[config.mk]
export PLATFORM = sky130hd
export DESIGN_NAME = gsm_interleaver
export DESIGN_NICKNAME = d
export VERILOG_FILES = /design/src/rtl/gsm_il_pkg.sv /design/src/rtl/gsm_il_framer.sv /design/src/rtl/gsm_il_store.sv /design/src/rtl/gsm_il_sequencer.sv /design/src/rtl/gsm_il_payload_mux.sv /design/src/rtl/gsm_interleaver.sv
export SDC_FILE = /design/constraint.sdc
export NUM_CORES = 2
export LEC_CHECK = 0
export ABC_CLOCK_PERIOD_IN_PS = 4059
export BUFFER_PORTS_ARGS = -buffer_cell sky130_fd_sc_hd__buf_2
export CAP_MARGIN = 20
export CELL_PAD_IN_SITES_DETAIL_PLACEMENT = 0
export CELL_PAD_IN_SITES_GLOBAL_PLACEMENT = 1
export CORE_MARGIN = 2
export CORE_UTILIZATION = 45
export DETAILED_ROUTE_END_ITERATION = 8
export PLACE_DENSITY_LB_ADDON = 0.1
export SLEW_MARGIN = 20
export SYNTH_ARGS = -nofsm -noshare
export SYNTH_HDL_FRONTEND = slang
export SYNTH_SLANG_ARGS = --single-unit
[constraint.sdc]
create_clock -name clk -period 4.06 [get_ports clk]
set_input_delay 0.203 -clock clk [delete_from_list [all_inputs] [get_ports clk]]
set_output_delay 0.203 -clock clk [all_outputs]
set_load 0.01 [all_outputs]
[src/rtl/gsm_il_pkg.sv]
package gsm_il_pkg;
    localparam int IL_GROUPS     = 8;
    localparam int IL_GROUP_BITS = 57;
    localparam int IL_FRAME_BITS = IL_GROUPS * IL_GROUP_BITS;

    typedef enum logic {
        SYNC_SEARCH = 1'b0,
        SYNC_LOCKED = 1'b1
    } sync_e;

    function automatic int half_of(input int groups);
        return groups / 2;
    endfunction
endpackage

[src/rtl/gsm_il_framer.sv]
module gsm_il_framer
    import gsm_il_pkg::*;
#(
    parameter  int FRAME_BITS = IL_FRAME_BITS,
    localparam int CNT_W      = $clog2(FRAME_BITS)
) (
    input  logic             clk,
    input  logic             rst,
    input  logic             bit_valid,
    input  logic             frame_start,
    output logic             wr_en,
    output logic [CNT_W-1:0] wr_addr,
    output logic             frame_done
);
    localparam logic [CNT_W-1:0] LAST = CNT_W'(FRAME_BITS - 1);

    sync_e            state;
    logic [CNT_W-1:0] cnt;

    always_comb begin
        wr_en      = bit_valid && (frame_start || state == SYNC_LOCKED);
        wr_addr    = frame_start ? '0 : cnt;
        frame_done = wr_en && (wr_addr == LAST);
    end

    always_ff @(posedge clk) begin
        if (rst) begin
            state <= SYNC_SEARCH;
            cnt   <= '0;
        end else if (wr_en) begin
            state <= SYNC_LOCKED;
            cnt   <= frame_done ? '0 : wr_addr + 1'b1;
        end
    end
endmodule

[src/rtl/gsm_il_store.sv]
module gsm_il_store
    import gsm_il_pkg::*;
#(
    parameter  int GROUPS     = IL_GROUPS,
    parameter  int GROUP_BITS = IL_GROUP_BITS,
    localparam int FRAME_BITS = GROUPS * GROUP_BITS,
    localparam int HALF       = half_of(GROUPS),
    localparam int HOLD_BITS  = HALF * GROUP_BITS,
    localparam int CNT_W      = $clog2(FRAME_BITS)
) (
    input  logic                  clk,
    input  logic                  rst,
    input  logic                  wr_en,
    input  logic [CNT_W-1:0]      wr_addr,
    input  logic                  wr_bit,
    input  logic                  frame_done,
    input  logic                  hold_load,
    output logic [FRAME_BITS-1:0] rd_frame,
    output logic [HOLD_BITS-1:0]  hold
);
    logic [FRAME_BITS-1:0] bank [2];
    logic                  wsel;
    logic                  rsel;
    logic [HOLD_BITS-1:0]  upper;

    always_ff @(posedge clk) begin
        if (wr_en) begin
            bank[wsel][wr_addr] <= wr_bit;
        end
    end

    always_ff @(posedge clk) begin
        if (rst) begin
            wsel <= 1'b0;
            rsel <= 1'b0;
            hold <= '0;
        end else begin
            if (frame_done) begin
                rsel <= wsel;
                wsel <= ~wsel;
            end
            if (hold_load) begin
                hold <= upper;
            end
        end
    end

    assign rd_frame = bank[rsel];

    for (genvar p = 0; p < GROUP_BITS; p++) begin : g_slot
        for (genvar h = 0; h < HALF; h++) begin : g_grp
            assign upper[p*HALF + h] = rd_frame[p*GROUPS + HALF + h];
        end
    end
endmodule

[src/rtl/gsm_il_sequencer.sv]
module gsm_il_sequencer #(
    parameter  int HALF  = 4,
    localparam int IDX_W = (HALF > 1) ? $clog2(HALF) : 1
) (
    input  logic             clk,
    input  logic             rst,
    input  logic             frame_done,
    output logic             active,
    output logic [IDX_W-1:0] idx,
    output logic             hold_load
);
    typedef struct packed {
        logic             active;
        logic [IDX_W-1:0] idx;
    } seq_t;

    localparam logic [IDX_W-1:0] LAST = IDX_W'(HALF - 1);

    seq_t st;

    always_ff @(posedge clk) begin
        if (rst) begin
            st <= '0;
        end else if (frame_done) begin
            st <= '{active: 1'b1, idx: '0};
        end else if (st.active) begin
            if (st.idx == LAST) st <= '0;
            else                st.idx <= st.idx + 1'b1;
        end
    end

    assign active    = st.active;
    assign idx       = st.idx;
    assign hold_load = st.active && (st.idx == LAST);
endmodule

[src/rtl/gsm_il_payload_mux.sv]
module gsm_il_payload_mux
    import gsm_il_pkg::*;
#(
    parameter  int GROUPS     = IL_GROUPS,
    parameter  int GROUP_BITS = IL_GROUP_BITS,
    localparam int FRAME_BITS = GROUPS * GROUP_BITS,
    localparam int HALF       = half_of(GROUPS),
    localparam int HOLD_BITS  = HALF * GROUP_BITS,
    localparam int IDX_W      = (HALF > 1) ? $clog2(HALF) : 1
) (
    input  logic [FRAME_BITS-1:0]   rd_frame,
    input  logic [HOLD_BITS-1:0]    hold,
    input  logic [IDX_W-1:0]        idx,
    output logic [2*GROUP_BITS-1:0] payload
);
    for (genvar p = 0; p < GROUP_BITS; p++) begin : g_pair
        assign payload[2*p]     = rd_frame[p*GROUPS + int'(idx)];
        assign payload[2*p + 1] = hold[p*HALF + int'(idx)];
    end
endmodule

[src/rtl/gsm_interleaver.sv]
module gsm_interleaver
    import gsm_il_pkg::*;
#(
    parameter int GROUPS     = IL_GROUPS,
    parameter int GROUP_BITS = IL_GROUP_BITS
) (
    input  logic                          clk,
    input  logic                          rst,
    input  logic                          bit_in,
    input  logic                          bit_valid,
    input  logic                          frame_start,
    output logic [2*GROUP_BITS-1:0]       burst_data,
    output logic                          burst_valid,
    output logic [$clog2(GROUPS/2)-1:0]   burst_idx
);
    localparam int FRAME_BITS = GROUPS * GROUP_BITS;
    localparam int HALF       = half_of(GROUPS);
    localparam int HOLD_BITS  = HALF * GROUP_BITS;
    localparam int CNT_W      = $clog2(FRAME_BITS);

    logic                  wr_en;
    logic [CNT_W-1:0]      wr_addr;
    logic                  frame_done;
    logic                  hold_load;
    logic [FRAME_BITS-1:0] rd_frame;
    logic [HOLD_BITS-1:0]  hold;

    gsm_il_framer #(.FRAME_BITS(FRAME_BITS)) i_framer (
        .clk        (clk),
        .rst        (rst),
        .bit_valid  (bit_valid),
        .frame_start(frame_start),
        .wr_en      (wr_en),
        .wr_addr    (wr_addr),
        .frame_done (frame_done)
    );

    gsm_il_store #(.GROUPS(GROUPS), .GROUP_BITS(GROUP_BITS)) i_store (
        .clk       (clk),
        .rst       (rst),
        .wr_en     (wr_en),
        .wr_addr   (wr_addr),
        .wr_bit    (bit_in),
        .frame_done(frame_done),
        .hold_load (hold_load),
        .rd_frame  (rd_frame),
        .hold      (hold)
    );

    gsm_il_sequencer #(.HALF(HALF)) i_seq (
        .clk       (clk),
        .rst       (rst),
        .frame_done(frame_done),
        .active    (burst_valid),
        .idx       (burst_idx),
        .hold_load (hold_load)
    );

    gsm_il_payload_mux #(.GROUPS(GROUPS), .GROUP_BITS(GROUP_BITS)) i_mux (
        .rd_frame(rd_frame),
        .hold    (hold),
        .idx     (burst_idx),
        .payload (burst_data)
    );
endmodule

After elaboration in Yosys (flattened, before gate mapping)
Memory sizes are Yosys's and may differ from the RTL's. A register that Yosys moved wholly into a read port is not among the register bits.
Index checks and enable logic that the tools add are counted.
{ "classes": {"addsub": 86, "multipliers": 0, "div_mod_pow": 0, "order_cmp": 116, "n_eq_ne": 2, "shift": 0, "mux": 352, "bitwise": 1, "n_reduce_logical": 6} }
{ "op_table": {"columns": ["op", "count"], "rows": [
  ["less-than comparator 32 x 10 -> 1 bit (second input constant)", 56],
  ["less-than comparator 32 x 11 -> 1 bit (second input constant)", 56],
  ["binary-select mux 1 bit (select 9 bit)", 56],
  ["two-way mux 456 bit", 1],
  ["binary-select mux 1 bit (select 8 bit)", 56],
  ["adder 8 x 2 -> 9 bit (first input constant)", 28],
  ["adder 9 x 2 -> 10 bit (first input constant)", 25],
  ["two-way mux 1 bit", 231],
  ["adder 7 x 2 -> 8 bit (first input constant)", 16],
  ["adder 6 x 2 -> 7 bit (first input constant)", 8],
  ["adder 5 x 2 -> 6 bit (first input constant)", 4],
  ["two-way mux 9 bit", 2],
  ["adder 4 x 2 -> 5 bit (first input constant)", 2],
  ["less-than comparator 2 x 10 -> 1 bit (second input constant)", 1],
  ["less-than comparator 9 x 10 -> 1 bit (second input constant)", 1],
  ["adder 9 x 1 -> 9 bit (second input constant)", 1],
  ["demux 1 bit (select 9 bit)", 1],
  ["equality test 9 bit (second input constant)", 1],
  ["greater-or-equal comparator 9 x 1 -> 1 bit (second input constant)", 1],
  ["less-than comparator 2 x 9 -> 1 bit (second input constant)", 1],
  ["two-way mux 3 bit", 2],
  ["adder 3 x 2 -> 4 bit (first input constant)", 1],
  ["binary-select mux 1 bit (select 2 bit)", 2],
  ["logical AND 1 bit", 4],
  ["6 further kinds", 6]
]} }
{ "word_totals": {"reg_bits": 243, "latchBits": 0, "mem_bits_rw": 912, "romBits": 0, "input_bits": 5, "out_inout_bits": 117, "word_cells": 571, "memories": 1} }
{ "memory_table": {"columns": ["name", "depth", "width", "rd", "rd_ports_with_merged_regs", "write_ports", "line", "rtl"], "rows": [
  ["i_store.bank", 2, 456, 1, 1, 1, "gsm_il_store.sv:21", "logic [FRAME_BITS-1:0] bank [2];"]
]} }

Logic depth before layout (Yosys ltp)
{ "depth": {"ltp_word": 6, "depth_mapped": 8, "depth_no_buf": 4} }

Modules after synthesis
Synthesis repeated with hierarchy kept, for this count alone.
{ "unflattened": {"cells_unflattened": 3757, "area_unflattened_um2": 53014.6} }
{ "modules_own_cells": {"columns": ["module", "instances", "cells_each", "area_per_inst_um2", "seq_area_each_um2"], "rows": [
  ["gsm_il_store", 1, 3531, 49492.5, 32010.7],
  ["gsm_il_payload_mux", 1, 140, 2767.7, 0.0],
  ["gsm_il_framer", 1, 73, 616.8, 200.2],
  ["gsm_il_sequencer", 1, 13, 137.6, 60.1]
]} }

Worst setup path before layout
Ideal clock, no wire load.
{ "synth_path": {"kind": "flip-flop to output port", "start": "reg with a tool-made name", "end": "out burst_data[0]", "t_arrival_ns": 1.825, "required_time_ns": 3.857, "path_slack_ns": 2.032, "path_stages_with_launch": 6, "n_path_buf": 3, "cell_sequence": "dfxtp_1 buf_2 buf_2 buf_2 mux4_2 mux2_2"} }
{ "synth_rtl": {"columns": ["item", "line", "rtl"], "rows": [
  ["end: declaration", "gsm_interleaver.sv:12", "output logic [2*GROUP_BITS-1:0] burst_data,"]
]} }

==> summary.txt <==
Synth
  – Dominant cells by area after synthesis: sky130_fd_sc_hd__edfxtp_1 58%, sky130_fd_sc_hd__dfxtp_1 10%, sky130_fd_sc_hd__nor2_1 9.2%
  – Fraction of the yosys area taken by sequential cells: 0.682
  – Number of different library cells in the post-synthesis netlist: 52
  – Post-Synthesis Net Count: 3470
  – Proportion of synthesized flip-flops having asynchronous set or reset: 0
  – Library cell occupying the most area in the post-synthesis netlist: sky130_fd_sc_hd__edfxtp_1
  – Number of flip-flops and latches in the synthesized netlist: 1156
  – Fraction of synthesized cell area taken by the top area cell type: 0.578
  – Most instantiated cells after synthesis: 1160 x sky130_fd_sc_hd__nor2_1, 912 x sky130_fd_sc_hd__edfxtp_1, 244 x sky130_fd_sc_hd__dfxtp_1
  – Count leader, synth: sky130_fd_sc_hd__nor2_1
  – Most frequently used flop master after synthesis: sky130_fd_sc_hd__edfxtp_1
  – Synth Warn #: 0
  – Post-Syn Area per Cell: 13.7 um^2
  – Count of flip-flops with a built-in enable after synthesis: 912
  – Total standard cell area after synthesis: 47300 um^2
  – Number of cells produced by synthesis: 3464

Routing
  – DRC violation total after the first TritonRoute iteration: 2257
  – Via Count: 27900
  – Remaining routing DRC violations: 0
  – Average detailed-routed wire length per instance: 24.4 um
  – Number of nets still failing antenna checks after routing: 0
  – Drt via density: 5.62
  – Routed wire length: 121 mm
  – Pre-Repair DR Iteration Count: 5

Power and ir drop
  – Power Internal: 19.6 mW
  – Share of power burned in combinational logic: 0.010
  – Cell area power density: 456 nW/um^2
  – Static Leak: 15.6 nW
  – Clock Power Share: 0.467
  – Net load switching power: 4.78 mW
  – Worst vdd ir: 0.000314 V
  – Seq pwr share: 0.523
  – Switching share of power: 0.196

Setup path
  – Worst Setup Start Kind: flop
  – Critical Path End Type: output port
  – Worst Path Max Fanout: 42
  – Reg-to-reg critical path startpoint: i_framer.cnt[0]
  – Reg2reg setup slack: 1.18 ns
  – Crit Path Category: flop to output port
  – Crit path required time: 3.86 ns
  – Capture instance of the worst register-to-register path: i_store.bank[1][97]
  – Critical path data arrival time: 2.98 ns
  – Reg2Reg Depth: 5

Job
  – Max cap viols: 0

Min path
  – Tightest Hold Check Type: primary input to flop
  – Number of cells on the worst hold path: 1
  – Start point of the worst min-delay path: bit_in
  – Worst hold path endpoint: i_store.bank[1][167]

Die
  – Placeable core area: 104000 um^2
  – Height of the chip: 328 um
  – Top Ports: 122
  – Total Die Area: 108000 um^2
  – Placement row count: 118
  – Initial Utilization: 0.456
  – DIE WIDTH: 328 um

Timing
  – Setup_tns: 0 ns
  – Final-report setup violation count: 0
  – Relative slew slack: 0.274
  – Post-route worst hold slack: 0.0501 ns
  – Peak Freq: 314 MHz
  – Max Transition Viols Final: 0
  – Final Hold Vio Count: 0
  – Worst-Margin Slew: 1.08 ns
  – Period utilisation layout: 0.785
  – Post-layout minimum cycle time: 3.19 ns
  – Final worst clock skew: 0.0233 ns
  – RSZ-0062 raised after global routing: false

GRT
  – Maximum number of pins on one net before global-route repair: 148
  – Initial antenna violation count: 7
  – Vias in the first global route: 28400
  – GR Overflow Total: 0
  – GR Util All Layers: 0.225
  – Global-route wire length before repair: 180 mm

Layout
  – Fraction of the core area covered by cells at the end of the flow: 0.514
  – Antenna cell count: 0
  – Layout Nets: 3485
  – Area added between synthesis and finish: 12.8%
  – Proportion of layout cells with a drive suffix above 1: 0.188

Place
  – Post-DP HPWL: 67.1 mm
  – Input/output buffers: 121
  – Final weighted congestion of routability-driven global placement: 0.802

Clock tree
  – Clk sinks: 1156
  – Clock tree from TritonCTS: built
  – Worst-Skew Late Latency: 0.70 ns
  – CTS H-tree depth: 3
  – Number of CTS-inserted buffers: 120
  – Clock-pin slew on the worst setup and hold paths: 0.06 ns
  – CTS resizes: 0
  – Largest buffer count on any clock path: 3
  – Buffer type at the clock tree root: sky130_fd_sc_hd__clkbuf_16

Status
  – Run status: complete, no violations
power by group through the flow:
stage               Sequential (mW)  Combinational, mW  Clock, mW
floorplan                      13.0             0.0629          0
global route                   12.7              0.262       12.0
detailed placement             13.0              0.240          0
global placement               13.0              0.227          0
CTS                            12.8              0.242       11.6
finish                         12.8              0.240       11.4
logic make-up after synthesis:
logic type	after synthesis	synth area share
simple gates	1269	0.105
flops	1156	0.682
mux	459	0.144
buf+inv	326	0.0294
compound gates	252	0.0397
xor+xnor	1	0.000185
fa+ha+maj	1	0.000264
placed cells by master (no fill, tap or decap), types with 2 or more instances in the layout:
cell                         netlist  routed
sky130_fd_sc_hd__nor2_1         1160    1160
sky130_fd_sc_hd__edfxtp_1        912     912
sky130_fd_sc_hd__dfxtp_1         244     241
sky130_fd_sc_hd__mux2i_1         231     231
sky130_fd_sc_hd__a211oi_1        229     229
sky130_fd_sc_hd__mux4_2          171     171
sky130_fd_sc_hd__clkbuf_16         0     124
sky130_fd_sc_hd__buf_2            94     119
sky130_fd_sc_hd__buf_4             2      79
sky130_fd_sc_hd__mux2_2           57      57
sky130_fd_sc_hd__nand2_1          58      43
sky130_fd_sc_hd__clkinv_2          0      26
sky130_fd_sc_hd__clkbuf_1        183      25
sky130_fd_sc_hd__nand2_2           8      23
sky130_fd_sc_hd__clkbuf_8          0      20
sky130_fd_sc_hd__buf_12            0      16
sky130_fd_sc_hd__bufinv_16         0      14
sky130_fd_sc_hd__nor3_1           12      12
sky130_fd_sc_hd__clkinv_1          0      11
sky130_fd_sc_hd__clkinvlp_4        0       6
sky130_fd_sc_hd__o21a_1            4       4
sky130_fd_sc_hd__nand2b_1          4       4
sky130_fd_sc_hd__a21oi_1           4       4
sky130_fd_sc_hd__nor3b_1           3       3
sky130_fd_sc_hd__nand3b_1          3       3
sky130_fd_sc_hd__o21ai_0           3       3
sky130_fd_sc_hd__dfxtp_4           0       3
sky130_fd_sc_hd__inv_6             0       3
sky130_fd_sc_hd__or2_2             2       2
sky130_fd_sc_hd__inv_1             2       2
sky130_fd_sc_hd__nor4b_4           2       2
sky130_fd_sc_hd__nor3b_2           2       2
sky130_fd_sc_hd__and3_1            2       2
sky130_fd_sc_hd__o41ai_1           2       2
state kept, by name, indices dropped and copies added (netlist names), named ones only:
signal          count
i_framer.cnt        9
i_store.wsel        1
i_store.hold      228
i_framer.state      1
i_store.bank      912
i_store.rsel        1
i_seq.active        1
i_seq.idx           2
critical path: stages, from the launching register on:
cell and delay [ns]:
sky130_fd_sc_hd__dfxtp_4 0.77, sky130_fd_sc_hd__buf_12 0.41, sky130_fd_sc_hd__mux4_2 0.57, sky130_fd_sc_hd__mux2_2 0.34
sky130_fd_sc_hd__buf_2 0.16
through the flow:
| step | power [mW] | instances | worst slack, ns | instance area, um^2 |
|---|---|---|---|---|
| after floorplan | 13.1 | 3464 | 2.03 | 47300 |
| after global placement | 13.2 | 4736 | 1.29 | 49300 |
| after detailed placement | 13.2 | 4736 | 1.24 | 49300 |
| after CTS | 24.6 | 4966 | 0.784 | 53400 |
| after global routing | 25.1 | 4966 | 0.771 | 53400 |
| final | 24.4 | 4966 | 0.873 | 53400 |
final cells by class:
type,count,area [um^2]
clock inverter,61,672
sequential,1156,32300
tap,1380,1730
multi-input combinational,1982,13700
timing repair buffer,217,1550
inverter,2,7.51
clock buffer,168,3460
fill,8941,50500
worst max-delay path by stage:
| stage | startpoint | endpoint | slack [ns] | cells after the start |
|---|---|---|---|---|
| after detailed placement | i_framer.cnt[0] | i_store.bank[1][105] | 1.24 | 5 |
| final | flop | burst_data[96] | 0.87 | 4 |
| after global placement | i_framer.cnt[2] | i_store.bank[0][118] | 1.29 | 5 |
| after CTS | flop | burst_data[96] | 0.78 | 4 |
| after global routing | flop | burst_data[40] | 0.77 | 4 |
| after floorplan | flop | burst_data[0] | 2.03 | 5 |
routing by layer:
layer,vias to the layer above,wire length [um],track usage
met5,-,12,0
met4,2,2980,0.0607
met3,164,6100,0.0332
met2,664,59500,0.383
met1,14500,52500,0.303
li1,12600,-,-
timing repair:
action / CTS / global route
setup buffers: 0 / 0
endpoints found under the hold margin: 2 / 0
hold buffers: 1 / 0
endpoints found under the setup margin: 0 / 0
Power figures use the tool's default switching activity.
